$ cat config.mk
export PLATFORM = sky130hd
export DESIGN_NAME = spi_lvl_buf
export DESIGN_NICKNAME = d
export VERILOG_FILES = /design/src/rtl/spi_lvl_pkg.sv /design/src/rtl/spi_lvl_regs.sv /design/src/rtl/spi_lvl_ptr.sv /design/src/rtl/spi_lvl_mem.sv /design/src/rtl/spi_lvl_wcnt.sv /design/src/rtl/spi_lvl_buf.sv
export SDC_FILE = /design/constraint.sdc
export NUM_CORES = 1
export LEC_CHECK = 0
export BUFFER_PORTS_ARGS = -buffer_cell sky130_fd_sc_hd__buf_2
export CAP_MARGIN = 20
export CORE_MARGIN = 1
export CORE_UTILIZATION = 50
export DETAILED_ROUTE_END_ITERATION = 12
export PLACE_DENSITY = 0.73
export SLEW_MARGIN = 0
export SYNTH_ARGS = -nofsm -noshare
export SYNTH_HDL_FRONTEND = slang
export SYNTH_SLANG_ARGS = --single-unit
$ cat constraint.sdc
create_clock -name clk_i -period 5.6 [get_ports clk_i]
set_input_delay 0.28 -clock clk_i [delete_from_list [all_inputs] [get_ports clk_i]]
set_output_delay 0.28 -clock clk_i [all_outputs]
set_load 0.02 [all_outputs]
$ cat src/rtl/spi_lvl_pkg.sv
package spi_lvl_pkg;
  localparam int unsigned TH_W = 6;
  localparam int unsigned WC_W = 16;

  typedef struct packed {
    logic [WC_W-1:0] wlim;
    logic [TH_W-1:0] afl;
    logic [TH_W-1:0] ael;
  } lvl_t;

  // register field positions; the bus layout is fixed
  localparam int unsigned AEL_LSB = 0;
  localparam int unsigned AFL_LSB = 8;
  localparam int unsigned WC_LSB  = 16;
endpackage

$ cat src/rtl/spi_lvl_regs.sv
module spi_lvl_regs
  import spi_lvl_pkg::*;
(
  input  logic        clk_i,
  input  logic        rst_ni,
  input  logic        we_i,
  input  logic [31:0] wdata_i,
  output lvl_t        lvl_o
);
  lvl_t lvl_q;
  logic unused_rsv;

  assign unused_rsv = ^{wdata_i[15:14], wdata_i[7:6]};

  always_ff @(posedge clk_i or negedge rst_ni) begin
    if (!rst_ni) begin
      lvl_q <= '0;
    end else if (we_i) begin
      lvl_q.ael  <= wdata_i[AEL_LSB +: TH_W];
      lvl_q.afl  <= wdata_i[AFL_LSB +: TH_W];
      lvl_q.wlim <= wdata_i[WC_LSB +: WC_W];
    end
  end

  assign lvl_o = lvl_q;
endmodule

$ cat src/rtl/spi_lvl_ptr.sv
module spi_lvl_ptr #(
  parameter int unsigned DEPTH = 64
) (
  input  logic                       clk_i,
  input  logic                       rst_ni,
  input  logic                       flush_i,
  input  logic                       half_i,
  input  logic                       push_i,
  input  logic                       pop_i,
  output logic [$clog2(DEPTH)-1:0]   wr_idx_o,
  output logic [$clog2(DEPTH)-1:0]   rd_idx_o,
  output logic [$clog2(DEPTH):0]     cnt_o,
  output logic                       empty_o,
  output logic                       full_o
);
  localparam int unsigned AW   = $clog2(DEPTH);
  localparam int unsigned HALF = DEPTH / 2;

  logic [AW-1:0] wp_q, rp_q, mask;
  logic [AW:0]   cnt_q, cap;

  assign mask = half_i ? AW'(HALF - 1) : AW'(DEPTH - 1);
  assign cap  = half_i ? (AW+1)'(HALF) : (AW+1)'(DEPTH);

  always_ff @(posedge clk_i or negedge rst_ni) begin
    if (!rst_ni) begin
      wp_q  <= '0;
      rp_q  <= '0;
      cnt_q <= '0;
    end else if (flush_i) begin
      wp_q  <= '0;
      rp_q  <= '0;
      cnt_q <= '0;
    end else begin
      if (push_i) wp_q <= (wp_q + 1'b1) & mask;
      if (pop_i)  rp_q <= (rp_q + 1'b1) & mask;
      case ({push_i, pop_i})
        2'b10:   cnt_q <= cnt_q + 1'b1;
        2'b01:   cnt_q <= cnt_q - 1'b1;
        default: cnt_q <= cnt_q;
      endcase
    end
  end

  assign wr_idx_o = wp_q;
  assign rd_idx_o = rp_q;
  assign cnt_o    = cnt_q;
  assign empty_o  = (cnt_q == '0);
  assign full_o   = (cnt_q == cap);


  no_overflow_chk: assert property (@(posedge clk_i) disable iff (!rst_ni)
    cnt_q <= (AW+1)'(DEPTH));

  no_underflow_chk: assert property (@(posedge clk_i) disable iff (!rst_ni)
    pop_i |-> cnt_q != '0);
endmodule

$ cat src/rtl/spi_lvl_mem.sv
module spi_lvl_mem #(
  parameter int unsigned DEPTH = 64,
  parameter int unsigned DW    = 8
) (
  input  logic                     clk_i,
  input  logic                     we_a_i,
  input  logic [$clog2(DEPTH)-1:0] wa_a_i,
  input  logic [DW-1:0]            wd_a_i,
  input  logic                     we_b_i,
  input  logic [$clog2(DEPTH)-1:0] wa_b_i,
  input  logic [DW-1:0]            wd_b_i,
  input  logic [$clog2(DEPTH)-1:0] ra_a_i,
  output logic [DW-1:0]            rd_a_o,
  input  logic [$clog2(DEPTH)-1:0] ra_b_i,
  output logic [DW-1:0]            rd_b_o
);
  logic [DW-1:0] mem [DEPTH];

  // the two write ports target disjoint regions whenever both are live
  always_ff @(posedge clk_i) begin
    if (we_a_i) mem[wa_a_i] <= wd_a_i;
    if (we_b_i) mem[wa_b_i] <= wd_b_i;
  end

  assign rd_a_o = mem[ra_a_i];
  assign rd_b_o = mem[ra_b_i];
endmodule

$ cat src/rtl/spi_lvl_wcnt.sv
module spi_lvl_wcnt #(
  parameter int unsigned WC_W = 16
) (
  input  logic            clk_i,
  input  logic            rst_ni,
  input  logic            clr_i,
  input  logic            word_i,
  input  logic [WC_W-1:0] lim_i,
  output logic            eow_o
);
  logic [WC_W-1:0] cnt_q;
  logic            eow_q;

  always_ff @(posedge clk_i or negedge rst_ni) begin
    if (!rst_ni) begin
      cnt_q <= '0;
      eow_q <= 1'b0;
    end else if (clr_i) begin
      cnt_q <= '0;
      eow_q <= 1'b0;
    end else if (word_i && lim_i != '0) begin
      if (cnt_q + 1'b1 == lim_i) begin
        cnt_q <= '0;
        eow_q <= 1'b1;
      end else begin
        cnt_q <= cnt_q + 1'b1;
        eow_q <= 1'b0;
      end
    end else begin
      eow_q <= 1'b0;
    end
  end

  assign eow_o = eow_q;


  no_eow_unlimited_chk: assert property (@(posedge clk_i) disable iff (!rst_ni)
    ($past(lim_i) == '0) |-> !eow_q);
endmodule

$ cat src/rtl/spi_lvl_buf.sv
module spi_lvl_buf
  import spi_lvl_pkg::*;
#(
  parameter int unsigned DEPTH = 64,
  parameter int unsigned DW    = 8,
  parameter int unsigned NCH   = 4
) (
  input  logic           clk_i,
  input  logic           rst_ni,
  input  logic           reg_we_i,
  input  logic [31:0]    reg_wdata_i,
  input  logic [NCH-1:0] tx_fifo_en_i,
  input  logic           rx_fifo_en_i,
  input  logic           wr_valid_i,
  input  logic [DW-1:0]  wr_data_i,
  output logic           wr_ready_o,
  output logic           eng_tx_valid_o,
  output logic [DW-1:0]  eng_tx_data_o,
  input  logic           eng_tx_ready_i,
  input  logic           eng_rx_valid_i,
  input  logic [DW-1:0]  eng_rx_data_i,
  output logic           eng_rx_ready_o,
  output logic           rd_valid_o,
  output logic [DW-1:0]  rd_data_o,
  input  logic           rd_ready_i,
  output logic           tx_empty_o,
  output logic           tx_full_o,
  output logic           rx_empty_o,
  output logic           rx_full_o,
  output logic           tx_req_o,
  output logic           rx_req_o,
  output logic           eow_o
);
  localparam int unsigned AW   = $clog2(DEPTH);
  localparam int unsigned HALF = DEPTH / 2;
  localparam int unsigned CW   = (AW + 2 > TH_W + 2) ? AW + 2 : TH_W + 2;

  lvl_t           lvl;
  logic [NCH-1:0] txsel_q;
  logic           rx_en_q;
  logic           tx_act, rx_act, both, cfg_chg;
  logic           tx_push, tx_pop, rx_push, rx_pop;
  logic [AW-1:0]  tx_wi, tx_ri, rx_wi, rx_ri, rx_base;
  logic [AW:0]    tx_cnt, rx_cnt, cap;
  logic           tx_empty, tx_full, rx_empty, rx_full;
  logic [CW-1:0]  tx_free;

  spi_lvl_regs u_regs (
    .clk_i   (clk_i),
    .rst_ni  (rst_ni),
    .we_i    (reg_we_i),
    .wdata_i (reg_wdata_i),
    .lvl_o   (lvl)
  );

  always_ff @(posedge clk_i or negedge rst_ni) begin
    if (!rst_ni) begin
      txsel_q <= '0;
      rx_en_q <= 1'b0;
    end else begin
      txsel_q <= tx_fifo_en_i;
      rx_en_q <= rx_fifo_en_i;
    end
  end

  assign tx_act  = $onehot(txsel_q);
  assign rx_act  = rx_en_q;
  assign both    = tx_act && rx_act;
  assign cfg_chg = (tx_fifo_en_i != txsel_q) || (rx_fifo_en_i != rx_en_q);
  assign cap     = both ? (AW+1)'(HALF) : (AW+1)'(DEPTH);

  assign wr_ready_o     = tx_act && !tx_full;
  assign eng_tx_valid_o = tx_act && !tx_empty;
  assign eng_rx_ready_o = rx_act && !rx_full;
  assign rd_valid_o     = rx_act && !rx_empty;

  assign tx_push = wr_valid_i && wr_ready_o;
  assign tx_pop  = eng_tx_ready_i && eng_tx_valid_o;
  assign rx_push = eng_rx_valid_i && eng_rx_ready_o;
  assign rx_pop  = rd_ready_i && rd_valid_o;

  spi_lvl_ptr #(.DEPTH(DEPTH)) u_tx_ptr (
    .clk_i    (clk_i),
    .rst_ni   (rst_ni),
    .flush_i  (cfg_chg),
    .half_i   (both),
    .push_i   (tx_push),
    .pop_i    (tx_pop),
    .wr_idx_o (tx_wi),
    .rd_idx_o (tx_ri),
    .cnt_o    (tx_cnt),
    .empty_o  (tx_empty),
    .full_o   (tx_full)
  );

  spi_lvl_ptr #(.DEPTH(DEPTH)) u_rx_ptr (
    .clk_i    (clk_i),
    .rst_ni   (rst_ni),
    .flush_i  (cfg_chg),
    .half_i   (both),
    .push_i   (rx_push),
    .pop_i    (rx_pop),
    .wr_idx_o (rx_wi),
    .rd_idx_o (rx_ri),
    .cnt_o    (rx_cnt),
    .empty_o  (rx_empty),
    .full_o   (rx_full)
  );

  // receive region moves to the upper half when transmit shares the store
  assign rx_base = both ? AW'(HALF) : '0;

  spi_lvl_mem #(.DEPTH(DEPTH), .DW(DW)) u_mem (
    .clk_i  (clk_i),
    .we_a_i (tx_push),
    .wa_a_i (tx_wi),
    .wd_a_i (wr_data_i),
    .we_b_i (rx_push),
    .wa_b_i (rx_wi | rx_base),
    .wd_b_i (eng_rx_data_i),
    .ra_a_i (tx_ri),
    .rd_a_o (eng_tx_data_o),
    .ra_b_i (rx_ri | rx_base),
    .rd_b_o (rd_data_o)
  );

  assign tx_free  = CW'(cap) - CW'(tx_cnt);
  assign tx_req_o = tx_act && (tx_free >= CW'(lvl.ael) + CW'(1));
  assign rx_req_o = rx_act && (CW'(rx_cnt) >= CW'(lvl.afl) + CW'(1));

  assign tx_empty_o = tx_empty;
  assign tx_full_o  = tx_full;
  assign rx_empty_o = rx_empty;
  assign rx_full_o  = rx_full;

  spi_lvl_wcnt #(.WC_W(WC_W)) u_wcnt (
    .clk_i  (clk_i),
    .rst_ni (rst_ni),
    .clr_i  (cfg_chg || reg_we_i),
    .word_i (tx_act ? tx_pop : rx_push),
    .lim_i  (lvl.wlim),
    .eow_o  (eow_o)
  );


  cfg_flush_chk: assert property (@(posedge clk_i) disable iff (!rst_ni)
    cfg_chg |=> (tx_cnt == '0 && rx_cnt == '0));

  tx_owner_chk: assert property (@(posedge clk_i) disable iff (!rst_ni)
    !$onehot(tx_fifo_en_i) |=> tx_empty_o);

  half_cap_chk: assert property (@(posedge clk_i) disable iff (!rst_ni)
    both |-> (tx_cnt <= (AW+1)'(HALF) && rx_cnt <= (AW+1)'(HALF)));
endmodule

Word level (Yosys, flattened, before mapping)
Memory sizes are Yosys's and may differ from the RTL's. Cells that the tools add are included.

$add $sub $neg: 15. $mul: 0. Div/mod/pow operators: 0. $lt $le $gt $ge: 2. Equal/unequal tests: 10. Shifts and indexed selects: 0. Muxes and demuxes: 26. Bitwise operators: 6. Reductions and logical operators: 28.

Operators with widths (number): 2-to-1 mux 6 bit (10); 2-to-1 mux 16 bit (3); case mux 7 bit (2 select lines) (2); adder 6 x 1 -> 6 bit (second input constant) (4); AND 6 bit (4); 2-to-1 mux 7 bit (3); adder 16 x 1 -> 16 bit (second input constant) (1); equality test 16 bit (1); nonzero test 16 bit (1); adder 6 x 1 -> 7 bit (second input constant) (2); adder 7 x 1 -> 7 bit (second input constant) (2); equality test 7 bit (2); logical NOT 7 bit (2); subtractor 7 x 1 -> 7 bit (second input constant) (2); logical AND 1 bit (12); bitwise OR 6 bit (2); nonzero test 2 bit (5); >= comparator 8 x 7 -> 1 bit (1); 2-to-1 mux 1 bit (8); subtractor 7 x 7 -> 8 bit (1); >= comparator 7 bit (1); nonzero test 3 bit (2); adder 1 x 1 -> 2 bit (2); equality test 2 x 1 -> 1 bit (second input constant) (2); 7 further kinds (12).

Register bits: 88. Latch bits: 0. Bits in writable memories: 512. Bits in read-only memories: 0. Bits of input ports: 60. Output and inout bits: 27. Word-level logic and storage cells: 101. Memories: 1.

Memories: u_mem.mem (depth 64, bits a word 8, read ports 2, clocked after Yosys merged registers in 0, write ports 2, RTL line spi_lvl_mem.sv:17) `logic [DW-1:0] mem [DEPTH];`.

Logic depth before layout (Yosys ltp)
Depth in word-level cells: 13. Mapped depth: 21. Gate-level depth less buffers: 21.

Modules after synthesis
From an unflattened synthesis, not the netlist that was laid out.

Cell total of the unflattened synthesis: 2541. Area, all modules: 36771.5 um^2.

By module, submodules not included: spi_lvl_mem (times used 1, cells each 1939, area each 30882.1 um^2, seq. area each 15374.7 um^2); spi_lvl_ptr (times used 2, cells each 121, area each 1136.1 um^2, seq. area each 475.5 um^2); spi_lvl_wcnt (times used 1, cells each 186, area each 1521.5 um^2, seq. area each 425.4 um^2); spi_lvl_regs (times used 1, cells each 59, area each 1142.3 um^2, seq. area each 700.7 um^2); spi_lvl_buf (times used 1, cells each 115, area each 953.4 um^2, seq. area each 125.1 um^2).

Worst setup path after synthesis
OpenSTA, ideal clock, no wires.

Kind: reg-to-reg. From: register txsel_q[0]. To: register u_tx_ptr.cnt_q[6] (netlist: u_tx_ptr.cnt_o[6]). Setup time: 132 ps. Arrival time: 4561 ps. Required time: 5468 ps. Setup slack: 907 ps. Stages on the path, launching flop included: 22. Path buffers: 0. Period minus slack after synthesis: 4693 ps. Path through: dfrtp_1 -> inv_1 -> fa_1 -> inv_1 -> ha_1 -> ha_1 -> nor3b_2 -> nand2_1 -> clkinv_2 -> ha_1 -> a31oi_1 -> nand2_1 -> nand2_1 -> inv_1 -> fa_1 -> a21o_1 -> a21oi_1 -> o21bai_1 -> a21oi_1 -> mux2i_1 -> xnor2_1 -> nor2_1.

Word-level cells in the longest chain between the ends: 12. Elaborated cells on any way between the ends: 18. Classes of those cells: add/sub (2); eq/ne (5); mux (3); reduce/logical (8).

Ends and longest elaborated chain: start: declaration (RTL line spi_lvl_buf.sv:39) `logic [NCH-1:0] txsel_q;`; start signal: assignment (RTL line spi_lvl_buf.sv:61) `txsel_q <= tx_fifo_en_i;`; adder 1 x 1 -> 2 bit (implied by the code) * (RTL line spi_lvl_buf.sv:66) `assign tx_act = $onehot(txsel_q);`; adder 2 x 2 -> 3 bit (implied by the code) * (RTL line spi_lvl_buf.sv:66); equality test 3 x 1 -> 1 bit * (RTL line spi_lvl_buf.sv:66); logical AND 1 bit (RTL line spi_lvl_buf.sv:68) `assign both = tx_act && rx_act;`; 2-to-1 mux 7 bit (RTL line spi_lvl_ptr.sv:23) `assign cap = half_i ? (AW+1)'(HALF) : (AW+1)'(DEPTH);`; equality test 7 bit (RTL line spi_lvl_ptr.sv:49) `assign full_o = (cnt_q == cap);`; logical NOT 1 bit (RTL line spi_lvl_buf.sv:72) `assign wr_ready_o = tx_act && !tx_full;`; logical AND 1 bit * (RTL line spi_lvl_buf.sv:72); via wr_ready_o (RTL line spi_lvl_buf.sv:16) `output logic wr_ready_o,`; logical AND 1 bit * (RTL line spi_lvl_buf.sv:77) `assign tx_push = wr_valid_i && wr_ready_o;`; equality test 2 x 1 -> 1 bit or equality test 2 bit (tied branches) (RTL line spi_lvl_ptr.sv:37) `case ({push_i, pop_i})`; case mux 7 bit (2 select lines) (RTL line spi_lvl_ptr.sv:37); 2-to-1 mux 7 bit (RTL line spi_lvl_ptr.sv:30) `end else if (flush_i) begin`; end signal: assignment (RTL line spi_lvl_ptr.sv:38) `2'b10: cnt_q <= cnt_q + 1'b1;`; end signal: assignment (RTL line spi_lvl_ptr.sv:39) `2'b01: cnt_q <= cnt_q - 1'b1;`; end signal: assignment (RTL line spi_lvl_ptr.sv:40) `default: cnt_q <= cnt_q;`; end: declaration (RTL line spi_lvl_ptr.sv:20) `logic [AW:0] cnt_q, cap;`.

Mark *: on every way through the listed nets, which the timed path passes. The rest lies on a longest branch. A chain may end at the register's enable or synchronous reset.

Final worst setup path
From: register txsel_q[0]. To: register u_tx_ptr.cnt_q[6] (netlist: u_tx_ptr.cnt_o[6]).

Word-level cells in the longest chain between the ends: 12. Elaborated cells on any way between the ends: 18. Classes of those cells: add/sub (2); eq/ne (5); mux (3); reduce/logical (8).

Ends and longest elaborated chain (RTL line): adder 1 x 1 -> 2 bit (implied by the code) (spi_lvl_buf.sv:66); adder 2 x 2 -> 3 bit (implied by the code) (spi_lvl_buf.sv:66); equality test 3 x 1 -> 1 bit (spi_lvl_buf.sv:66); logical AND 1 bit (spi_lvl_buf.sv:68); 2-to-1 mux 7 bit (spi_lvl_ptr.sv:23); equality test 7 bit (spi_lvl_ptr.sv:49); logical NOT 1 bit (spi_lvl_buf.sv:72); logical AND 1 bit (spi_lvl_buf.sv:72); logical AND 1 bit (spi_lvl_buf.sv:77); equality test 2 x 1 -> 1 bit or equality test 2 bit (tied branches) (spi_lvl_ptr.sv:37); case mux 7 bit (2 select lines) (spi_lvl_ptr.sv:37); 2-to-1 mux 7 bit (spi_lvl_ptr.sv:30).

Several ways; a longest one is shown, not always the timed one.

==> results.cfg <==
[outcome]
run_status = completed

[clock_tree]
ctsHoldBuffers = 34
cts_max_path_buffers = 3
clk_pin_slew_ns = 0.06
cts_tree = done
root_buffer = clkbuf_16
postCtsSetupBuffers = 0
cts-buffers-inserted = 68
post_cts_resize_count = 0
clk_latency_ns = 0.62
clock_sinks = 600
htree_levels = 3

[sta]
finClkSkew_ns = 0.0291
final-setup-viol-count = 0
maxSlewHeadroom_pct = 24.8
finalMaxSlewViolations = 0
tns_ns = 0
rsz0062_at_grt = no
hold_violations = 0
max_freq_ghz = 0.200
period_needed_ns = 4.99
tightest_slew_ns = 1.13
period_share_pct = 89.2

[placed_design]
portBuffers = 82
dp_hpwl_mm = 70.2
place_inst = 3272
gp_congestion = 0.940

[logic_synthesis]
avgSynthCellArea_um2 = 15.4
synth-simple-area-share_pct = 4.94
synthAdderAreaFrac_pct = 1.41
synth_flop_cell = edfxtp_1
async_flop_share_pct = 14.7
synth_compound_area_share_pct = 2.67
synth_top_family_by_area = multiplexers
synth_cell_type_count = 62
ys_seq_elements = 600
synth-xor-area-share_pct = 1.48
synthMuxAreaShare_pct = 38.1
synth_edf_count = 512
synth_area_um2 = 36200
synthesis.instances = 2346
synth_top_cell_by_area = edfxtp_1
yosys_warnings = 0
yosysMostFrequentCell = mux2_2
synth_top_area_share_pct = 42.5
postSynthNetCount = 2445
ys_seq_area_share_pct = 48.6
synthTopCellsByCount = mux2_2 (539), edfxtp_1 (512), mux4_2 (336)
synthTopCellsByArea = edfxtp_1 (43%), mux4_2 (21%), mux2_2 (17%)

[setup_path]
startpoint_type = register
cp_slowest_cell = fa_1
crit_path_max_incr_delay_ns = 0.54
endpoint_kind = register
critical_path_class = register to register
cp_cell_sequence = inv_1 > fa_1 > inv_1 > ha_1 > ha_1 > nor3b_2 > nand2_1 > clkinv_2 > ha_1 > a31oi_1 > nand2_1 > nand2_1 > inv_1 > fa_1 > a21o_1 > a21oi_1 > o21bai_1 > a21oi_1 > mux2i_1 > xnor2_1 > nor2_1
crit_path_max_fanout = 6
reg2reg_from = txsel_q[0]$_DFF_PN0_
reg2reg_to = u_tx_ptr.cnt_o[6]$_DFFE_PN0P_
r2r_slack_ns = 0.61
worst-r2r-cell-count = 21
required_ns = 6.07
critPathTopFamily = adder cells
crit_buf_inv = 4
cp.arrival_ns = 5.47

[global_route]
grt_first_pass_wirelength_mm = 160
overflow = 0
grt.total_usage_pct = 29.9
grt_pass1_vias = 23662
grt_max_degree = 65
antenna_found_initial = 1

[detailed_routing]
drt-initial-drc-count = 3033
drt_pass1_iterations = 6
detail-route-antenna-nets = 0
routed-via-count = 23579
wl_per_cell_um = 31.8
drc = 0
vias_per_cell = 6.87
wirelength_mm = 109

[pwr]
pwr-share-comb_pct = 7.3
power_density_nw_per_um2 = 248
p_switching_mw = 2.35
p_leak_nw = 13.4
power_frac_clock_pct = 43.7
seqPwrFrac_pct = 49.0
ir_worst_vdd_uv = 266
internal_power_mw = 7.69
switching_share_pct = 23.4

[min_path]
hold_start = eng_tx_ready_i
worst_hold_path.endpoint = u_tx_ptr.rd_idx_o[1]$_DFFE_PN0P_
min_path_type = input port to register
hold_depth = 4

[cells_and_area]
finalNetCount = 2525
stdcell_count = 3430
num-fill-cells = 5549
drive_above_1_share_pct = 50.1
syn2layout_area_growth_pct = 11.8

[die]
start_util_pct = 50.6
dieArea_um2 = 73400
dieHeight_um = 271
num_io_pins = 87
chipWidth_um = 271
core_area_um2 = 71500
rows = 98

[run]
cap_violations = 0
## layout by cell type, fill, tap and decap left out, drive strengths merged, types with 4 or more instances in the layout
cell type	instances
bufinv	4
dlygate4sd3	34
ha	36
nor3	26
nor2	62
xnor2	35
and2	16
clkbuf	86
buf	221
or3b	5
mux2	539
nor3b	8
nand2	113
dfrtp	88
o21a	5
a21o	8
nand3b	8
o221ai	13
nand4	13
o21bai	15
and3	9
nand3	25
nor4	13
clkinv	28
o22ai	4
edfxtp	512
a211oi	4
mux4	336
mux2i	13
o21ai	64
or2	9
xor2	26
nand2b	8
inv	25
a21oi	24
nor2b	10
a31oi	4
## power groups by stage
stage / combinational [mW] / sequential [mW] / clock, mW
CTS: 0.719 / 4.92 / 4.41
detailed placement: 0.695 / 5.01 / 0
global route: 0.773 / 4.92 / 4.57
finish: 0.734 / 4.91 / 4.39
global placement: 0.669 / 5.01 / 0
floorplan: 0.451 / 5.00 / 0
## metal layers
metal | vias up | part of all wire, % | track usage (%)
met5 | - | 0.012 | 0
met4 | 2 | 4.3 | 11.7
li1 | 9571 | - | -
met1 | 12234 | 36 | 39.0
met3 | 265 | 11 | 7.19
met2 | 1507 | 48 | 48.3
## tightest hold or removal path: stages
cell and delay, ns:
buf_2 0.11, nand2_1 0.13, nand2_1 0.10, a21oi_1 0.06
## logic make-up after synthesis
kind of cell	Yosys count
mux	888
fa+ha+maj	39
compound gates	154
flops	600
buf+inv	267
simple gates	337
xor+xnor	61
## worst max-delay path by stage
| stage | start | endpoint | slack [ns] | depth (start not counted) |
|---|---|---|---|---|
| floorplan | txsel_q[0]$_DFF_PN0_ | u_tx_ptr.cnt_o[6]$_DFFE_PN0P_ | 0.91 | 21 |
| global placement | txsel_q[0]$_DFF_PN0_ | u_tx_ptr.cnt_o[6]$_DFFE_PN0P_ | 0.68 | 21 |
| detailed placement | txsel_q[0]$_DFF_PN0_ | u_tx_ptr.cnt_o[6]$_DFFE_PN0P_ | 0.59 | 21 |
| CTS | txsel_q[0]$_DFF_PN0_ | u_tx_ptr.cnt_o[6]$_DFFE_PN0P_ | 0.57 | 21 |
| global route | txsel_q[1]$_DFF_PN0_ | u_tx_ptr.cnt_o[6]$_DFFE_PN0P_ | 0.29 | 21 |
| finish | txsel_q[0]$_DFF_PN0_ | u_tx_ptr.cnt_o[6]$_DFFE_PN0P_ | 0.61 | 21 |
## registers in the layout, indices dropped and copies added, names as in the netlist
register / cells
u_rx_ptr.wr_idx_o: 6
u_tx_ptr.rd_idx_o: 6
u_tx_ptr.wr_idx_o: 6
u_rx_ptr.cnt_o: 7
u_wcnt.eow_o: 1
u_regs.lvl_o: 28
rx_act: 1
u_rx_ptr.rd_idx_o: 6
u_mem.mem: 512
u_tx_ptr.cnt_o: 7
u_wcnt.cnt_q: 16
txsel_q: 4
## through the flow
step	setup slack, ns	util, %	cell area [µm²]	power (mW)	hold slack (ns)
final	0.606	56.6	40500	10.0	0.105
after CTS	0.572	56.6	40400	10.0	0.0748
after global routing	0.289	56.6	40400	10.3	0.127
after global placement	0.677	53.1	38000	5.68	0.227
after detailed placement	0.593	53.1	38000	5.70	0.236
after floorplan	0.907	-	36200	5.45	-0.0156
## layout make-up
cell class	instances	area [µm²]	area share, %
Sequential cell	600	17600	43.5
Multi-Input combinational cell	1479	17600	43.4
Timing Repair Buffer	255	1880	4.66
Clock buffer	86	1820	4.50
Tap cell	950	1190	2.94
Clock inverter	37	307	0.758
Inverter	22	83.8	0.207
Antenna cell	1	2.50	0.00619
Power figures use the tool's default switching activity.
